**src/rtl/fpdec_pkg.sv**
```systemverilog
package fpdec_pkg;
  parameter int INSN_W   = 32;
  parameter int REG_W    = 5;
  parameter int OP_W     = 7;
  parameter int DISP_W   = 32;
  parameter int CRF_W    = 3;
  parameter int IMM_W    = 4;
  parameter int MASK_W   = 8;
  parameter int PRI_W    = 6;
  parameter int EXT_W    = 10;
  localparam int DISP_SRC_W = 16;
  localparam int FIELD_W    = INSN_W - PRI_W;
  localparam logic [OP_W-1:0] OP_BAD = '1;

  typedef enum logic [3:0] {
    FMT_DISP  = 4'd0,
    FMT_DISPU = 4'd1,
    FMT_IDX   = 4'd2,
    FMT_IDXU  = 4'd3,
    FMT_TAB   = 4'd4,
    FMT_TAC   = 4'd5,
    FMT_TABC  = 4'd6,
    FMT_TB    = 4'd7,
    FMT_CMP   = 4'd8,
    FMT_TOCR  = 4'd9,
    FMT_BIT   = 4'd10,
    FMT_IMM   = 4'd11,
    FMT_MASK  = 4'd12,
    FMT_T     = 4'd13,
    FMT_NONE  = 4'd15
  } fmt_e;

  typedef enum logic [2:0] {
    AM_NONE      = 3'd0,
    AM_BASE_DISP = 3'd1,
    AM_ZERO_DISP = 3'd2,
    AM_BASE_IDX  = 3'd3,
    AM_IDX_ONLY  = 3'd4
  } amode_e;

  typedef struct packed {
    logic useT;
    logic useA;
    logic useB;
    logic useC;
    logic useCr;
    logic useSrc;
    logic useImm;
    logic useMask;
    logic useDisp;
  } fieldStrobe_t;

  typedef struct packed {
    logic [OP_W-1:0] opCode;
    fmt_e            fmt;
    amode_e          amode;
    logic            update;
    logic            record;
    logic            illegal;
  } decodeInfo_t;
endpackage

```
**src/rtl/fpdec_ctrl.sv**
```systemverilog
module fpdec_ctrl
  import fpdec_pkg::*;
(
  input  logic [PRI_W-1:0] primary,
  input  logic [REG_W-1:0] baseIdx,
  input  logic [EXT_W-1:0] extOp,
  input  logic             recIn,
  output decodeInfo_t      info,
  output fieldStrobe_t     strobe
);
  localparam logic [PRI_W-1:0] PRI_IDX    = PRI_W'(31);
  localparam logic [PRI_W-1:0] PRI_SGL    = PRI_W'(59);
  localparam logic [PRI_W-1:0] PRI_DBL    = PRI_W'(63);
  localparam logic [PRI_W-1:0] PRI_MEM_LO = PRI_W'(48);
  localparam logic [PRI_W-1:0] PRI_MEM_HI = PRI_W'(55);
  localparam logic [EXT_W-1:0] EXT_IDX_BASE = EXT_W'(535);
  localparam logic [EXT_W-1:0] EXT_IDX_SPAN = EXT_W'(256);
  localparam logic [EXT_W-1:0] EXT_INT_STORE = EXT_W'(983);

  logic [4:0]       subOp;
  logic             baseZero;
  logic [EXT_W-1:0] idxOff;
  logic [4:0]       xRank;
  fmt_e             xFmt;
  logic             legal;
  logic             upd;
  fmt_e             fmt;
  amode_e           am;
  logic [OP_W-1:0]  op;
  logic             isArith;

  assign subOp    = extOp[4:0];
  assign baseZero = (baseIdx == '0);
  assign idxOff   = extOp - EXT_IDX_BASE;
  assign isArith  = (primary == PRI_SGL) || (primary == PRI_DBL);

  function automatic fmt_e arithClass(input logic [4:0] s, input logic dbl);
    case (s)
      5'd18, 5'd20, 5'd21, 5'd22: return FMT_TAB;
      5'd24:                      return dbl ? FMT_NONE : FMT_TAB;
      5'd26:                      return dbl ? FMT_TAB : FMT_NONE;
      5'd23:                      return dbl ? FMT_TABC : FMT_NONE;
      5'd25:                      return FMT_TAC;
      5'd28, 5'd29, 5'd30, 5'd31: return FMT_TABC;
      default:                    return FMT_NONE;
    endcase
  endfunction

  // X-form table of the double group, ranked by ascending extended value
  always_comb begin
    xRank = 5'd0;
    xFmt  = FMT_NONE;
    case (extOp)
      10'd0:   begin xRank = 5'd0;  xFmt = FMT_CMP;  end
      10'd12:  begin xRank = 5'd1;  xFmt = FMT_TB;   end
      10'd14:  begin xRank = 5'd2;  xFmt = FMT_TB;   end
      10'd15:  begin xRank = 5'd3;  xFmt = FMT_TB;   end
      10'd32:  begin xRank = 5'd4;  xFmt = FMT_CMP;  end
      10'd38:  begin xRank = 5'd5;  xFmt = FMT_BIT;  end
      10'd40:  begin xRank = 5'd6;  xFmt = FMT_TB;   end
      10'd64:  begin xRank = 5'd7;  xFmt = FMT_TOCR; end
      10'd70:  begin xRank = 5'd8;  xFmt = FMT_BIT;  end
      10'd72:  begin xRank = 5'd9;  xFmt = FMT_TB;   end
      10'd134: begin xRank = 5'd10; xFmt = FMT_IMM;  end
      10'd136: begin xRank = 5'd11; xFmt = FMT_TB;   end
      10'd264: begin xRank = 5'd12; xFmt = FMT_TB;   end
      10'd583: begin xRank = 5'd13; xFmt = FMT_T;    end
      10'd711: begin xRank = 5'd14; xFmt = FMT_MASK; end
      default: begin xRank = 5'd0;  xFmt = FMT_NONE; end
    endcase
  end

  always_comb begin
    legal = 1'b1;
    upd   = 1'b0;
    am    = AM_NONE;
    op    = '0;
    fmt   = FMT_NONE;
    if (primary >= PRI_MEM_LO && primary <= PRI_MEM_HI) begin
      op  = OP_W'(primary - PRI_MEM_LO);
      upd = primary[0];
      fmt = upd ? FMT_DISPU : FMT_DISP;
      am  = baseZero ? AM_ZERO_DISP : AM_BASE_DISP;
      if (upd && baseZero) legal = 1'b0;
    end else if (primary == PRI_IDX) begin
      if (extOp == EXT_INT_STORE) begin
        op  = OP_W'(16);
        fmt = FMT_IDX;
      end else if (idxOff[4:0] == 5'd0 && idxOff < EXT_IDX_SPAN) begin
        op  = OP_W'({2'b01, idxOff[7:5]});
        upd = idxOff[5];
        fmt = upd ? FMT_IDXU : FMT_IDX;
      end
      if (fmt == FMT_NONE)                    legal = 1'b0;
      else if (!baseZero)                     am = AM_BASE_IDX;
      else if (upd || extOp == EXT_INT_STORE) am = AM_IDX_ONLY;
      else                                    legal = 1'b0;
    end else if (primary == PRI_SGL) begin
      fmt   = arithClass(subOp, 1'b0);
      op    = OP_W'({2'b01, subOp});
      legal = (fmt != FMT_NONE);
    end else if (primary == PRI_DBL && extOp[4]) begin
      fmt   = arithClass(subOp, 1'b1);
      op    = OP_W'({2'b10, subOp});
      legal = (fmt != FMT_NONE);
    end else if (primary == PRI_DBL) begin
      fmt   = xFmt;
      op    = OP_W'({2'b11, xRank});
      legal = (fmt != FMT_NONE);
    end else begin
      legal = 1'b0;
    end

    if (legal) begin
      info.opCode  = op;
      info.fmt     = fmt;
      info.amode   = am;
      info.update  = upd;
      info.record  = recIn && isArith;
      info.illegal = 1'b0;
    end else begin
      info.opCode  = OP_BAD;
      info.fmt     = FMT_NONE;
      info.amode   = AM_NONE;
      info.update  = 1'b0;
      info.record  = 1'b0;
      info.illegal = 1'b1;
    end
  end

  // Field-enable strobes handed to the datapath
  always_comb begin
    strobe = '0;
    case (info.fmt)
      FMT_DISP, FMT_DISPU: begin strobe.useT = 1'b1; strobe.useA = 1'b1; strobe.useDisp = 1'b1; end
      FMT_IDX, FMT_IDXU, FMT_TAB: begin strobe.useT = 1'b1; strobe.useA = 1'b1; strobe.useB = 1'b1; end
      FMT_TAC:  begin strobe.useT = 1'b1; strobe.useA = 1'b1; strobe.useC = 1'b1; end
      FMT_TABC: begin strobe.useT = 1'b1; strobe.useA = 1'b1; strobe.useB = 1'b1; strobe.useC = 1'b1; end
      FMT_TB:   begin strobe.useT = 1'b1; strobe.useB = 1'b1; end
      FMT_CMP:  begin strobe.useCr = 1'b1; strobe.useA = 1'b1; strobe.useB = 1'b1; end
      FMT_TOCR: begin strobe.useCr = 1'b1; strobe.useSrc = 1'b1; end
      FMT_BIT, FMT_T: strobe.useT = 1'b1;
      FMT_IMM:  begin strobe.useCr = 1'b1; strobe.useImm = 1'b1; end
      FMT_MASK: begin strobe.useMask = 1'b1; strobe.useB = 1'b1; end
      default:  strobe = '0;
    endcase
  end
endmodule

```
**src/rtl/fpdec_datapath.sv**
```systemverilog
module fpdec_datapath
  import fpdec_pkg::*;
(
  input  logic               clk,
  input  logic               rstN,
  input  logic               inValid,
  input  logic [FIELD_W-1:0] fieldBits,
  input  decodeInfo_t        info,
  input  fieldStrobe_t       strobe,
  output logic               outValid,
  output logic [OP_W-1:0]    opCode,
  output logic [3:0]         fmtClass,
  output logic [2:0]         addrMode,
  output logic               isUpdate,
  output logic               recordBit,
  output logic               isIllegal,
  output logic [REG_W-1:0]   regT,
  output logic [REG_W-1:0]   regA,
  output logic [REG_W-1:0]   regB,
  output logic [REG_W-1:0]   regC,
  output logic [CRF_W-1:0]   crField,
  output logic [CRF_W-1:0]   srcField,
  output logic [IMM_W-1:0]   immNib,
  output logic [MASK_W-1:0]  fieldMask,
  output logic [DISP_W-1:0]  dispExt
);
  localparam int T_LSB    = 21;
  localparam int A_LSB    = 16;
  localparam int B_LSB    = 11;
  localparam int C_LSB    = 6;
  localparam int CR_LSB   = 23;
  localparam int SRC_LSB  = 18;
  localparam int IMM_LSB  = 12;
  localparam int MASK_LSB = 17;

  logic [REG_W-1:0]  nextT, nextA, nextB, nextC;
  logic [CRF_W-1:0]  nextCr, nextSrc;
  logic [IMM_W-1:0]  nextImm;
  logic [MASK_W-1:0] nextMask;
  logic [DISP_W-1:0] rawDisp, nextDisp;

  generate
    if (DISP_W > DISP_SRC_W) begin : g_sext
      assign rawDisp = {{(DISP_W-DISP_SRC_W){fieldBits[DISP_SRC_W-1]}}, fieldBits[DISP_SRC_W-1:0]};
    end else begin : g_trunc
      assign rawDisp = fieldBits[DISP_W-1:0];
    end
  endgenerate

  always_comb begin
    nextT    = strobe.useT    ? fieldBits[T_LSB +: REG_W]     : '0;
    nextA    = strobe.useA    ? fieldBits[A_LSB +: REG_W]     : '0;
    nextB    = strobe.useB    ? fieldBits[B_LSB +: REG_W]     : '0;
    nextC    = strobe.useC    ? fieldBits[C_LSB +: REG_W]     : '0;
    nextCr   = strobe.useCr   ? fieldBits[CR_LSB +: CRF_W]    : '0;
    nextSrc  = strobe.useSrc  ? fieldBits[SRC_LSB +: CRF_W]   : '0;
    nextImm  = strobe.useImm  ? fieldBits[IMM_LSB +: IMM_W]   : '0;
    nextMask = strobe.useMask ? fieldBits[MASK_LSB +: MASK_W] : '0;
    nextDisp = strobe.useDisp ? rawDisp                       : '0;
  end

  always_ff @(posedge clk) begin
    if (!rstN) begin
      outValid  <= 1'b0;
      opCode    <= '0;
      fmtClass  <= '0;
      addrMode  <= '0;
      isUpdate  <= 1'b0;
      recordBit <= 1'b0;
      isIllegal <= 1'b0;
      regT      <= '0;
      regA      <= '0;
      regB      <= '0;
      regC      <= '0;
      crField   <= '0;
      srcField  <= '0;
      immNib    <= '0;
      fieldMask <= '0;
      dispExt   <= '0;
    end else begin
      outValid <= inValid;
      if (inValid) begin
        opCode    <= info.opCode;
        fmtClass  <= info.fmt;
        addrMode  <= info.amode;
        isUpdate  <= info.update;
        recordBit <= info.record;
        isIllegal <= info.illegal;
        regT      <= nextT;
        regA      <= nextA;
        regB      <= nextB;
        regC      <= nextC;
        crField   <= nextCr;
        srcField  <= nextSrc;
        immNib    <= nextImm;
        fieldMask <= nextMask;
        dispExt   <= nextDisp;
      end
    end
  end

  // strobe timing and hold
  p_valid_follow_r1: assert property (@(posedge clk) disable iff (!rstN)
    inValid |=> outValid);
  p_valid_drop_r1: assert property (@(posedge clk) disable iff (!rstN)
    !inValid |=> !outValid);
  p_hold_r1: assert property (@(posedge clk) disable iff (!rstN)
    !inValid |=> ($stable(opCode) && $stable(regT) && $stable(dispExt)));

  // a displacement update never leaves with a zero base
  p_upd_base_r3: assert property (@(posedge clk) disable iff (!rstN)
    (outValid && fmtClass == FMT_DISPU) |-> (addrMode == AM_BASE_DISP && regA != '0));

  // index-only addressing only for update forms or the integer-word store
  p_idx_only_r5: assert property (@(posedge clk) disable iff (!rstN)
    (outValid && addrMode == AM_IDX_ONLY) |-> (regA == '0 && (isUpdate || opCode == OP_W'(16))));

  // an illegal record carries no fields
  p_illegal_clean_r12: assert property (@(posedge clk) disable iff (!rstN)
    (outValid && isIllegal) |-> (opCode == OP_BAD && !isUpdate && !recordBit &&
                                 regT == '0 && regB == '0 && dispExt == '0));
endmodule

```
**src/rtl/fp_insn_decode.sv**
```systemverilog
module fp_insn_decode
  import fpdec_pkg::*;
(
  input  logic                clk,
  input  logic                rstN,
  input  logic                inValid,
  input  logic [INSN_W-1:0]   insn,
  output logic                outValid,
  output logic [OP_W-1:0]     opCode,
  output logic [3:0]          fmtClass,
  output logic [2:0]          addrMode,
  output logic                isUpdate,
  output logic                recordBit,
  output logic                isIllegal,
  output logic [REG_W-1:0]    regT,
  output logic [REG_W-1:0]    regA,
  output logic [REG_W-1:0]    regB,
  output logic [REG_W-1:0]    regC,
  output logic [CRF_W-1:0]    crField,
  output logic [CRF_W-1:0]    srcField,
  output logic [IMM_W-1:0]    immNib,
  output logic [MASK_W-1:0]   fieldMask,
  output logic [DISP_W-1:0]   dispExt
);
  decodeInfo_t  info;
  fieldStrobe_t strobe;

  fpdec_ctrl u_ctrl (
    .primary (insn[INSN_W-1 -: PRI_W]),
    .baseIdx (insn[20:16]),
    .extOp   (insn[EXT_W:1]),
    .recIn   (insn[0]),
    .info    (info),
    .strobe  (strobe)
  );

  fpdec_datapath u_dp (
    .clk       (clk),
    .rstN      (rstN),
    .inValid   (inValid),
    .fieldBits (insn[FIELD_W-1:0]),
    .info      (info),
    .strobe    (strobe),
    .outValid  (outValid),
    .opCode    (opCode),
    .fmtClass  (fmtClass),
    .addrMode  (addrMode),
    .isUpdate  (isUpdate),
    .recordBit (recordBit),
    .isIllegal (isIllegal),
    .regT      (regT),
    .regA      (regA),
    .regB      (regB),
    .regC      (regC),
    .crField   (crField),
    .srcField  (srcField),
    .immNib    (immNib),
    .fieldMask (fieldMask),
    .dispExt   (dispExt)
  );
endmodule

```
**config.mk**
```make
export PLATFORM = sky130hd
export DESIGN_NAME = fp_insn_decode
export DESIGN_NICKNAME = d
export VERILOG_FILES = /design/src/rtl/fpdec_pkg.sv /design/src/rtl/fpdec_ctrl.sv /design/src/rtl/fpdec_datapath.sv /design/src/rtl/fp_insn_decode.sv
export SDC_FILE = /design/constraint.sdc
export NUM_CORES = 1
export LEC_CHECK = 0
export ABC_AREA = 1
export BUFFER_PORTS_ARGS = -buffer_cell sky130_fd_sc_hd__buf_2
export CAP_MARGIN = 20
export CORE_UTILIZATION = 30
export CTS_BUF_LIST = sky130_fd_sc_hd__clkbuf_16
export DETAILED_ROUTE_END_ITERATION = 10
export MAX_ROUTING_LAYER = met4
export SYNTH_ARGS = -nofsm -noshare
export SYNTH_HDL_FRONTEND = slang
export SYNTH_HIERARCHICAL = 1
export SYNTH_SLANG_ARGS = --single-unit
```
**constraint.sdc**
```tcl
create_clock -name clk -period 3.7 [get_ports clk]
set_input_delay 0.74 -clock clk [delete_from_list [all_inputs] [get_ports clk]]
set_output_delay 0.74 -clock clk [all_outputs]
set_load 0.01 [all_outputs]
```
==> metrics.txt <==
leakage=0.002370 uW; initial DRC count=308; fin crit share=79.15%; CTS Buf Count=9; Port Buffers=122; FF-to-FF path depth=2; ANT nets after route=0; Buf+Inv Stages, Crit Path=3; vias=4289; Clk network pwr share=46.9%; Max-Cap Viols=0; max-slew violation count=0; critical path class=input pin to flip-flop; Area growth syn-to-layout=18.97%; Fillers=1491; CP startpoint kind=input pin; Critical path origin=insn[1]; internal reg-to-reg setup slack=2790 ps; Switching Share=25.75%; syn avg cell area=7.191 um^2; HP Class=flip-flop to flip-flop; pin slew with the least headroom to its limit=595.0 ps; CTS H-tree depth=3; postcts setup bufs=0; DRC=0; initial antenna violation count=0; reg2reg start=u_dp/dispExt[30]$_SDFFE_PN0P_; Tot Pwr=1942 uW; FMAX=341.4 MHz; internal power=1442 uW; largest family of logic cells by synthesized area=simple AND/OR/NAND/NOR gates; Synth Area in Adders=2.286%; mux cell area share after synthesis=0%; grt total ovfl=0; Synth Area in XOR/XNOR=0.4000%; clock skew=0 ps; Die Height=122.8 um; GPL Wtd Cong=0.8788; Worst-Skew Late Latency=330 ps; DIE AREA=15080 um^2; DR pass1 iterations=5; fin cells=887; ordered list of cells on the worst path=buf_2, inv_1, ha_1, nand3_4, nor2_4, nand2_1, nand2_1, nor2_2, nand2_2, nand3_1, nand2_1, nand2_1, a21oi_4, nand2_4, nor2_2, inv_1, nor2_2, nand3_1, a21oi_1; CTS tree=done; most frequent cells in the layout=buf_2, nand2_1, nand3_1; FF+latch count, synth=72; vias in the first global route=4096; Setup-failing EPs final=0; slowest cell delay on critical path=340 ps; Crit-path slowest cell=nor2_2; cell depth of the worst setup path=19; critical path endpoint=u_dp/fieldMask[7]$_SDFFE_PN0P_; Reg clk slew, reported paths=60 ps; Total GRT Usage=18.49%; routed len/inst=14.92 um; Syn. warnings=6; first-pass GRT wire length=20910 um; Sum Neg Setup Slack=0 ps; cell row count=43; post-synthesis net count=652; Crit Reg-Reg Endpoint=u_dp/dispExt[30]$_SDFFE_PN0P_; CP Data Arrival Time=3180 ps; crit end category=flip-flop; Starting Density=31.19%; worst hold slack=461.5 ps; Post-Place Cells=872; slew margin rel.=60.19%; Comb power frac=12.0%; CTS-repair resized insts=0; Post-Synth Simple-Gate Area=36.06%; diodes inserted=0; Crit path max-delay family=simple AND/OR/NAND/NOR gates; VDD IR max=0.2441 mV; Sink Count=72; largest net degree at the start of global routing=72; Cell Pwr Density=372.7 nW/um^2; Final Critical Period=2929 ps; Top Ports=123; outcome=finished, final reports clean; Cell Area, Synth=4379 um^2; layout cell share with drive strength beyond 1=34.37%; Root Driver=clkbuf_16; Worst path most repeated cell=nand2_1; final hold vios=0; CTS max path bufs=2; WP data required=3950 ps; Compound-Gate Fraction of Synth Area=15.89%; most common cell after layout, fill and taps aside=buf_2; cts hold-fix bufs=0; post-DR vias/cell=4.835; Crit Path Max Fanout=8; cells after synthesis=609; HPWL after detailed placement=9915 um; Die Wd=122.8 um; register share of total power=41.1%; WL final=13230 um; sequential area share after synthesis=32.91%; Yosys cell types=44; unrepaired setup endpoints after global routing=false; nets=746; P_sw=500.1 uW; core area=14040 um^2
[per-layer routing]
metal | part of all wire (%) | GRT usage (%) | vias up
li1 | - | - | 2170
met1 | 48 | 24.34 | 1956
met2 | 44 | 28.51 | 146
met3 | 6.0 | 3.764 | 17
met4 | 1.3 | 5.183 | 0
met5 | 0 | - | -
[cells in the mapped netlist, drive strengths merged]
library cell  count  area [um^2]
clkinv            1        3.750
a22oi             2        15.01
a211oi            2        15.01
xor2              2        17.52
nand4             6        43.79
o211ai            3        22.52
buf              40        329.1
inv              49        204.0
nor2             90        420.4
o31ai             1        21.27
nand2           145        668.1
a221oi            1        8.760
o21ai            45        232.7
nand3            77        412.9
dfxtp            72         1441
o22ai             3        18.77
a221o             1        10.01
a21oi            53        351.6
or2               2        12.52
nor3              3        15.01
ha                8        100.1
and2              1        6.260
clkbuf            2        8.750
[registers in the layout, indices dropped and copies added, names as in the netlist]
signal	cells
u_dp/opCode	7
u_dp/recordBit	1
u_dp/outValid	1
u_dp/crField	3
u_dp/fmtClass	4
u_dp/srcField	3
u_dp/regC	5
u_dp/regA	5
u_dp/dispExt	16
u_dp/isIllegal	1
u_dp/regT	5
u_dp/fieldMask	8
u_dp/immNib	4
u_dp/regB	5
u_dp/addrMode	3
u_dp/isUpdate	1
[through the flow]
step / cell area (um^2) / setup WS [ps] / utilization (%)
floorplan: 4379 / 916.8 / -
global placement: 4900 / 476.0 / 34.89
detailed placement: 4900 / 440.0 / 34.89
CTS: 5210 / 791.3 / 37.10
global route: 5210 / 456.6 / 37.10
finish: 5210 / 771.3 / 37.10
[cell families after synthesis]
group	count (synthesis)
compound gates	111
xor+xnor	2
fa+ha+maj	8
buf+inv	92
flops	72
simple gates	324
[worst min path at each step]
stage,from,endpoint,slack [ps],cells past startpoint
after floorplan,u_dp/crField[0]$_SDFFE_PN0P_,u_dp/crField[0]$_SDFFE_PN0P_,490,2
after global placement,u_dp/fieldMask[3]$_SDFFE_PN0P_,u_dp/fieldMask[3]$_SDFFE_PN0P_,450,2
after detailed placement,u_dp/dispExt[13]$_SDFFE_PN0P_,u_dp/dispExt[13]$_SDFFE_PN0P_,460,2
after CTS,u_dp/dispExt[13]$_SDFFE_PN0P_,u_dp/dispExt[13]$_SDFFE_PN0P_,460,2
after global routing,u_dp/dispExt[13]$_SDFFE_PN0P_,u_dp/dispExt[13]$_SDFFE_PN0P_,480,2
final,u_dp/dispExt[14]$_SDFFE_PN0P_,u_dp/dispExt[14]$_SDFFE_PN0P_,460,2
[power by group through the flow]
stage / sequential [uW] / clock (uW) / combinational, uW
floorplan: 823 / 0 / 151
global placement: 816 / 0 / 233
detailed placement: 815 / 0 / 232
CTS: 798 / 935 / 233
global route: 800 / 959 / 256
finish: 798 / 911 / 233
[worst min-delay path: cells and delay by family (launching register included)]
kind	cells	cell delay, ps
AND/OR/NAND/NOR	1	60
flip-flops	1	300
AO/OA/AOI/OAI	1	50
[cell type report]
class / count / area (um^2) / share of cell area [%]
clock inverter: 6 / 85.08 / 1.633
tap: 180 / 225.2 / 4.323
clock buffer: 9 / 225.2 / 4.323
inverter: 50 / 207.7 / 3.987
sequential: 72 / 1441 / 27.67
timing repair buffer: 125 / 633.1 / 12.15
multi-input combinational: 445 / 2392 / 45.92
No activity file was read; power rests on OpenSTA's default activity.
